**src/rtl/irq_pkg.sv**
```systemverilog
package irq_pkg;
    localparam int NSRC     = 5;
    localparam int NPIN     = 2;
    localparam int ID_W     = $clog2(NSRC);
    localparam int VEC_W    = 16;
    localparam int VEC_SHFT = 3;
    localparam logic [VEC_W-1:0] VEC_BASE = 16'h0003;

    typedef enum logic [1:0] {
        ST_IDLE = 2'd0,
        ST_LOW  = 2'd1,
        ST_HIGH = 2'd2,
        ST_NEST = 2'd3
    } svc_state_t;
endpackage

```
**src/rtl/irq_pin_cond.sv**
```systemverilog
module irq_pin_cond (
    input  logic clk,
    input  logic rst_n,
    input  logic pin_n,
    input  logic edge_mode,
    input  logic taken,
    output logic req
);
    logic pin_q;
    logic cap_q;
    logic fall;

    assign fall = pin_q & ~pin_n;

    always_ff @(posedge clk or negedge rst_n) begin
        if (!rst_n) begin
            pin_q <= 1'b1;
            cap_q <= 1'b0;
        end else begin
            pin_q <= pin_n;
            if (!edge_mode)
                cap_q <= 1'b0;
            else if (fall)
                cap_q <= 1'b1;
            else if (taken)
                cap_q <= 1'b0;
        end
    end

    assign req = edge_mode ? cap_q : ~pin_n;
endmodule

```
**src/rtl/irq_poll.sv**
```systemverilog
module irq_poll #(
    parameter int N  = 5,
    parameter int IW = 3
) (
    input  logic [N-1:0]  hi_pend,
    input  logic [N-1:0]  lo_pend,
    output logic          hi_any,
    output logic          lo_any,
    output logic [IW-1:0] hi_id,
    output logic [IW-1:0] lo_id
);
    always_comb begin
        hi_id = '0;
        lo_id = '0;
        for (int i = N - 1; i >= 0; i--) begin
            if (hi_pend[i]) hi_id = IW'(i);
            if (lo_pend[i]) lo_id = IW'(i);
        end
    end

    assign hi_any = |hi_pend;
    assign lo_any = |lo_pend;
endmodule

```
**src/rtl/prio_irq_ctrl.sv**
```systemverilog
module prio_irq_ctrl
    import irq_pkg::*;
(
    input  logic                  clk,
    input  logic                  rst_n,
    input  logic [NPIN-1:0]       ext_n,
    input  logic [1:0]            tmr_ovf,
    input  logic                  ser_flag,
    input  logic                  glb_en,
    input  logic [NSRC-1:0]       src_en,
    input  logic [NSRC-1:0]       src_hi,
    input  logic [NPIN-1:0]       edge_sel,
    input  logic                  irq_ack,
    input  logic                  reti,
    output logic                  irq_req,
    output logic                  irq_hi,
    output logic [ID_W-1:0]       irq_id,
    output logic [VEC_W-1:0]      irq_vec,
    output logic [1:0]            act_lvl
);
    localparam int PAD_W = VEC_W - ID_W - VEC_SHFT;

    svc_state_t state, state_nx;
    logic [NPIN-1:0] pin_req;
    logic [NSRC-1:0] raw, pend;
    logic hi_any, lo_any, hi_ok, lo_ok, take;
    logic [ID_W-1:0] hi_id, lo_id;

    // ext pins occupy source numbers 0 and 2
    for (genvar g = 0; g < NPIN; g++) begin : g_pin
        irq_pin_cond u_cond (
            .clk       (clk),
            .rst_n     (rst_n),
            .pin_n     (ext_n[g]),
            .edge_mode (edge_sel[g]),
            .taken     (take && (irq_id == ID_W'(2 * g))),
            .req       (pin_req[g])
        );
    end

    assign raw  = {ser_flag, tmr_ovf[1], pin_req[1], tmr_ovf[0], pin_req[0]};
    assign pend = raw & src_en & {NSRC{glb_en}};

    irq_poll #(.N(NSRC), .IW(ID_W)) u_poll (
        .hi_pend (pend & src_hi),
        .lo_pend (pend & ~src_hi),
        .hi_any  (hi_any),
        .lo_any  (lo_any),
        .hi_id   (hi_id),
        .lo_id   (lo_id)
    );

    always_ff @(posedge clk or negedge rst_n) begin
        if (!rst_n) state <= ST_IDLE;
        else        state <= state_nx;
    end

    assign take = irq_ack & irq_req & ~reti;

    always_comb begin
        state_nx = state;
        unique case (state)
            ST_IDLE: if (take) state_nx = irq_hi ? ST_HIGH : ST_LOW;
            ST_LOW:  if (reti) state_nx = ST_IDLE;
                     else if (take) state_nx = ST_NEST;
            ST_HIGH: if (reti) state_nx = ST_IDLE;
            ST_NEST: if (reti) state_nx = ST_LOW;
        endcase
    end

    always_comb begin
        hi_ok   = 1'b0;
        lo_ok   = 1'b0;
        act_lvl = 2'b00;
        unique case (state)
            ST_IDLE: begin hi_ok = 1'b1; lo_ok = 1'b1; end
            ST_LOW:  begin hi_ok = 1'b1; act_lvl = 2'b01; end
            ST_HIGH: act_lvl = 2'b10;
            ST_NEST: act_lvl = 2'b11;
        endcase
    end

    assign irq_hi  = hi_any;
    assign irq_id  = hi_any ? hi_id : lo_id;
    assign irq_req = (hi_any & hi_ok) | (~hi_any & lo_any & lo_ok);
    assign irq_vec = VEC_BASE + {{PAD_W{1'b0}}, irq_id, {VEC_SHFT{1'b0}}};
endmodule

```
**config.mk**
```make
export PLATFORM = sky130hd
export DESIGN_NAME = prio_irq_ctrl
export DESIGN_NICKNAME = d
export VERILOG_FILES = /design/src/rtl/irq_pkg.sv /design/src/rtl/irq_pin_cond.sv /design/src/rtl/irq_poll.sv /design/src/rtl/prio_irq_ctrl.sv
export SDC_FILE = /design/constraint.sdc
export NUM_CORES = 1
export LEC_CHECK = 0
export BUFFER_PORTS_ARGS = -buffer_cell sky130_fd_sc_hd__buf_2
export CAP_MARGIN = 30
export CORE_MARGIN = 1
export CORE_UTILIZATION = 43
export DETAILED_ROUTE_END_ITERATION = 16
export GPL_TIMING_DRIVEN = 0
export PLACE_DENSITY = 0.83
export SYNTH_ARGS = -nofsm -noshare
export SYNTH_HDL_FRONTEND = slang
export SYNTH_SLANG_ARGS = --single-unit
export TNS_END_PERCENT = 50
```
**constraint.sdc**
```tcl
create_clock -name clk -period 4.1 [get_ports clk]
set_input_delay 0 -clock clk [delete_from_list [all_inputs] [get_ports clk]]
set_output_delay 0 -clock clk [all_outputs]
set_load 0.05 [all_outputs]
```
==> results.cfg, run 1 <==
[synthesis]
yosysSeqAreaShare_pct = 23.0
synthCells = 79
async_reset_ff_share_pct = 100
synth_edf_count = 0
ys_ff_latch = 6
ys.flop_type = dfrtp_1
synthDistinctLibCells = 39
synth_area_per_cell_um2 = 8.39
syn-cell-area_um2 = 663
synth-warning-count = 0

[detailed_routing]
vias_per_cell = 4.87
drc = 0
wl_per_cell_um = 11.1
drt_iter0_drc = 18
vias = 692
drt_first_pass_iters = 4
drtAntennaViolNets = 0
wl_mm = 1.58

[pwr]
powerDensity_nw_per_um2 = 271
total_power_w = 0.000254
p_leak_nw = 0.500
ir_worst_vdd_v = 0.000192

[sta]
period_needed_ns = 2.24
rsz0062_at_grt = false
finClkSkew_ns = 0.00495
fmax_mhz = 447
tns_ns = 0
final.setup.worst_slack_ns = 1.86
hold_viol = 0
setup_viol = 0
slew_violations = 0
period_share_pct = 54.5

[placed_design]
place_congestion = 0.746
placed_area_um2 = 873
preCtsSetupSlack_ns = 2.25
port_buffers = 30
dpl.hpwl_mm = 1.23

[layout]
final_common_cell = buf_2
mostFrequentLayoutCells = buf_2 (30), buf_4 (17), conb_1 (13)
final_net_count = 151
multi_input_area_um2 = 409
n_antenna_cell = 0
fin_area_um2 = 936
regArea_um2 = 153
post_route_cells_drive_above_1_share_pct = 48.0
fillers = 121
utilization_pct = 68.5
area_growth_pct = 41.1

[floorplanning]
die_h_um = 41.3
core_um2 = 1370
die_w_um = 41.3
rows = 13
floorplan.initialDensity_pct = 48.5
io_pins = 45
dieArea_um2 = 1700

[grt]
grt_max_degree = 11
antenna_found_initial = 0
grtUsageTotal_pct = 20.3
grt_pass1_vias = 558
overflow = 0
grt_first_pass_wirelength_mm = 2.20

[setup_path]
cp-end-kind = output pin
cp.arrival_ns = 2.24
required_ns = 4.10
critPathKind = in -> out
start_kind = primary input
cp_max_fo = 4

[clocking]
htree_levels = 1
clock_sinks = 6
cts_tree = built
cts-root-buf = clkbuf_4
cts_buffers = 3
clk_path_buf_depth = 2
clkLatencyLatePin_ns = 0.24
clk_pin_slew_ns = 0.04

[flow_run]
maxCapViolCount = 0

[hold_path]
hp-class = in -> reg

[status]
status = finished, final reports clean
timing repair:
item	CTS	global route
hold buffers	4	0
endpoints found under the hold margin	11	0
setup buffers	0	0
gates resized for setup	0	0
registers in the layout (all words and copies together) (netlist names):
name,flops
state,2
g_pin.u_cond.pin_q,2
g_pin.u_cond.cap_q,2
through the flow:
step / hold WS [ns] / std cells
floorplan: -0.296 / 90
finish: 0.0265 / 142
CTS: 0.0115 / 142
global placement: -0.171 / 135
global route: 0.0381 / 142
detailed placement: -0.171 / 135
synthesized netlist by cell type (all sizes together), types with 2 or more instances:
cell type / count / area [um^2]
inv: 2 / 7.50
nor2: 6 / 22.5
buf: 17 / 128
dfstp: 2 / 52.6
a21o: 2 / 15.0
nor2b: 2 / 15.0
and3: 2 / 12.5
a21oi: 3 / 15.0
clkbuf: 2 / 7.51
nand3: 2 / 10.0
nand2: 8 / 32.5
and4: 2 / 17.5
conb: 2 / 7.51
dfrtp: 4 / 100
o21ai: 2 / 10.0
area by class of cell:
type	instances	area share, %
multi-input cells	63	43.7
repair buffers	34	20.3
flip-flops and latches	6	16.3
plain buffers	19	14.4
clock buffers	3	2.41
well taps	15	2.01
inverters	2	0.802
worst max-delay path: stages:
cell and delay [ns]:
dlygate4sd3_1 0.53, buf_2 0.13, nor2b_1 0.17, nor4_2 0.41
o2111ai_1 0.14, a21boi_1 0.43, buf_4 0.19, buf_2 0.25
report_power, final:
group	leakage (nW)	switching (W)	internal (W)
combinational	0.412	0.0000902	0.0000428
clock	0.0138	0.0000203	0.0000330
sequential	0.0743	0.00000299	0.0000643
total	0.500	0.000114	0.000140
layer usage:
metal / global-route usage (%) / share of wire (%) / wire length, um / up-vias
met1: 21.2 / 39 / 622 / 301
met5: 0 / 0 / 0 / -
li1: - / - / - / 351
met3: 4.35 / 9.0 / 142 / 0
met2: 37.9 / 52 / 817 / 40
met4: 9.68 / 0 / 0 / 0
final timing paths:
kind	from	to	slack, ns	depth (start not counted)
setup / recovery	ext_n[1]	irq_vec[4]	1.86	8
hold / removal	edge_sel[0]	g_pin[0].u_cond.cap_q	0.03	3
setup reg to reg	g_pin[1].u_cond.cap_q	g_pin[0].u_cond.cap_q	2.24	6
hold reg to reg	g_pin[0].u_cond.pin_q	g_pin[0].u_cond.cap_q	0.51	2
max in group asynchronous	rst_n	g_pin[0].u_cond.pin_q	3.73	2
min in group asynchronous	rst_n	state[0]	0.14	2
cell families after synthesis:
family,Yosys count,share of synthesized area [%]
AO/OA/AOI/OAI,17,21.3
other,2,1.13
buffers and inverters,21,21.5
AND/OR/NAND/NOR,33,33.0
flip-flops,6,23.0
(Power assumes the default switching activity.)
==> run 2, diff against run 1 <==
--- a/config.mk
+++ b/config.mk
@@ -5,13 +5,15 @@
 export SDC_FILE = /design/constraint.sdc
 export NUM_CORES = 1
 export LEC_CHECK = 0
+export ABC_AREA = 1
 export BUFFER_PORTS_ARGS = -buffer_cell sky130_fd_sc_hd__buf_2
 export CAP_MARGIN = 30
+export CORE_ASPECT_RATIO = 0.7
 export CORE_MARGIN = 1
-export CORE_UTILIZATION = 43
+export CORE_UTILIZATION = 37
 export DETAILED_ROUTE_END_ITERATION = 16
 export GPL_TIMING_DRIVEN = 0
-export PLACE_DENSITY = 0.83
+export PLACE_DENSITY = 0.75
 export SYNTH_ARGS = -nofsm -noshare
 export SYNTH_HDL_FRONTEND = slang
 export SYNTH_SLANG_ARGS = --single-unit
==> constraint.sdc (replaced) <==
create_clock -name clk -period 1.8 [get_ports clk]
set_input_delay 0 -clock clk [delete_from_list [all_inputs] [get_ports clk]]
set_output_delay 0 -clock clk [all_outputs]
set_load 0.05 [all_outputs]
==> results.cfg, run 2 <==
[synthesis]
synth_most_common_cell = nand2_1
synth.area.top_cells = buf_4 (17%), dfrtp_1 (14%), nand2_1 (13%)
yosys.area.top_type = buf_4
synth_edf_count = 0
synth_area_per_cell_um2 = 6.57
ys.flop_type = dfrtp_1
synthDistinctLibCells = 23
synth_top_area_share_pct = 16.9
synth-warning-count = 0
ys_ff_latch = 6
syn-cell-area_um2 = 709
synth_commonest_cells = nand2_1 (24), buf_4 (16), inv_1 (14)
synthCells = 108
async_reset_ff_share_pct = 100
yosysSeqAreaShare_pct = 21.5

[detailed_routing]
vias = 745
drtAntennaViolNets = 0
wl_met3_um = 89
drt_iter0_drc = 15
vias_per_cell = 4.16
top_layer_used = met3
wl_met1_um = 735
wl_per_cell_um = 8.74
drc = 0
dr_wl_met2_um = 739
wl_mm = 1.56
drt_first_pass_iters = 4

[floorplanning]
rows = 12
dieArea_um2 = 2100
core_um2 = 1680
io_pins = 45
die_w_um = 54.3
floorplan.initialDensity_pct = 42.2
die_h_um = 38.6

[setup_path]
cpMostUsedCell = nor2_2
reg2reg_slack_ns = 0.35
path_delay_family = buffers and inverters
path_depth = 12
crit_slowest_cell = dlygate4sd3_1
required_ns = 1.80
cp-end-kind = output pin
cp_max_fo = 5
reg2reg_to = state[0]
path_buf_inv = 5
worstPathCellList = dlygate4sd3_1 -> buf_2 -> o21ai_4 -> nand3_2 -> nand2_2 -> nor2_4 -> nand2_4 -> nor2_2 -> nor2_2 -> inv_1 -> buf_4 -> buf_6
critPathKind = in -> out
timing.rr.start = g_pin[0].u_cond.cap_q
r2r_cells = 12
cp.arrival_ns = 1.73
start_kind = primary input
crit_path_max_incr_delay_ns = 0.53
crit_path_end = irq_vec[3]
crit_path_start = ext_n[0]

[layout]
n_antenna_cell = 0
mostFrequentLayoutCells = buf_2 (27), nand2_1 (23), buf_4 (19)
top_regs = g_pin.u_cond.cap_q (2), g_pin.u_cond.pin_q (2), state (2)
utilization_pct = 61.8
final_common_cell = buf_2
fin_area_um2 = 1040
area_growth_pct = 46.4
post_route_cells_drive_above_1_share_pct = 49.4
final_net_count = 181
layout.cells.non_filler = 179

[grt]
grt_max_degree = 8
grt_first_pass_wirelength_mm = 2.42
grt_pass1_vias = 627
overflow = 0
antenna_found_initial = 0
grtUsageTotal_pct = 16.5

[pwr]
ir_worst_vdd_v = 0.000582
powerDensity_nw_per_um2 = 783
p_leak_nw = 0.631
total_power_w = 0.000813

[sta]
tns_ns = 0
period_share_pct = 96.1
setup_viol = 0
slew_violations = 0
fmax_mhz = 578
period_needed_ns = 1.73
hold_viol = 0
finClkSkew_ns = 0.00606
rsz0062_at_grt = false

[placed_design]
placed_area_um2 = 935
port_buffers = 31
dpl.hpwl_mm = 1.30
place_congestion = 0.777
place_inst = 171

[clocking]
clock_sinks = 6
clkLatencyLatePin_ns = 0.25
cts_buffers = 3
clk_path_buf_depth = 2
cts-root-buf = clkbuf_4
cts_tree = built
clk_pin_slew_ns = 0.04
htree_levels = 1

[hold_path]
hp-start = edge_sel[1]
hp-class = in -> reg

[status]
status = finished, final reports clean

[flow_run]
maxCapViolCount = 0
-- run 2: power by group --
group | switching [W] | total (W) | leakage, nW | internal (W)
registers | 0.0000270 | 0.000189 | 0.0737 | 0.000162
logic | 0.000344 | 0.000491 | 0.542 | 0.000147
clock network | 0.0000491 | 0.000133 | 0.0150 | 0.0000840
-- run 2: cell families (layout without fill, tap and decap cells) --
group           after synthesis  after routing  share of synthesized area (%)
flops                         6              6                           21.5
compound gates                7              7                           6.88
other cells                   2             13                           1.06
buf+inv                      33             72                           25.9
simple gates                 60             60                           44.6
-- run 2: timing repair --
action | CTS | global route
gates resized for setup | 0 | 14
setup endpoints to repair | 0 | 5
hold buffers | 3 | 0
buffers inserted | 0 | 1
endpoints found under the hold margin | 8 | 0
-- run 2: cell type report --
class / instances / area (um^2)
Fill cell: 165 / 643
Sequential cell: 6 / 153
Clock buffer: 4 / 26.3
Timing Repair Buffer: 35 / 206
Buffer: 18 / 128
Inverter: 15 / 56.3
Tap cell: 21 / 26.3
Multi-Input combinational cell: 80 / 443
-- run 2: worst min path at each step --
stage,endpoint,cells past startpoint,slack [ns]
2_1_floorplan,g_pin[0].u_cond.cap_q,0,-0.30
3_3_place_gp,g_pin[1].u_cond.cap_q,1,-0.17
3_5_place_dp,g_pin[1].u_cond.cap_q,1,-0.17
4_1_cts,g_pin[0].u_cond.cap_q,3,0.03
5_1_grt,g_pin[0].u_cond.cap_q,3,0.05
6_report,g_pin[1].u_cond.cap_q,3,0.04
-- run 2: layer usage --
| metal | vias up | track usage [%] |
|---|---|---|
| met4 | 0 | 6.41 |
| met5 | - | 0 |
| li1 | 409 | - |
| met2 | 26 | 25.9 |
| met1 | 310 | 21.5 |
| met3 | 0 | 4.31 |
-- run 2: worst min-delay path, cell delays in order --
cell	delay, ns
buf_2	0.11
nand3b_1	0.07
nand2_1	0.07
-- run 2: metrics by stage --
step                setup WS [ns]  hold slack [ns]
floorplan                  0.0841           -0.296
global placement            0.312           -0.174
detailed placement          0.279           -0.171
CTS                       0.00786           0.0257
global route              0.00145           0.0478
finish                     0.0701           0.0426
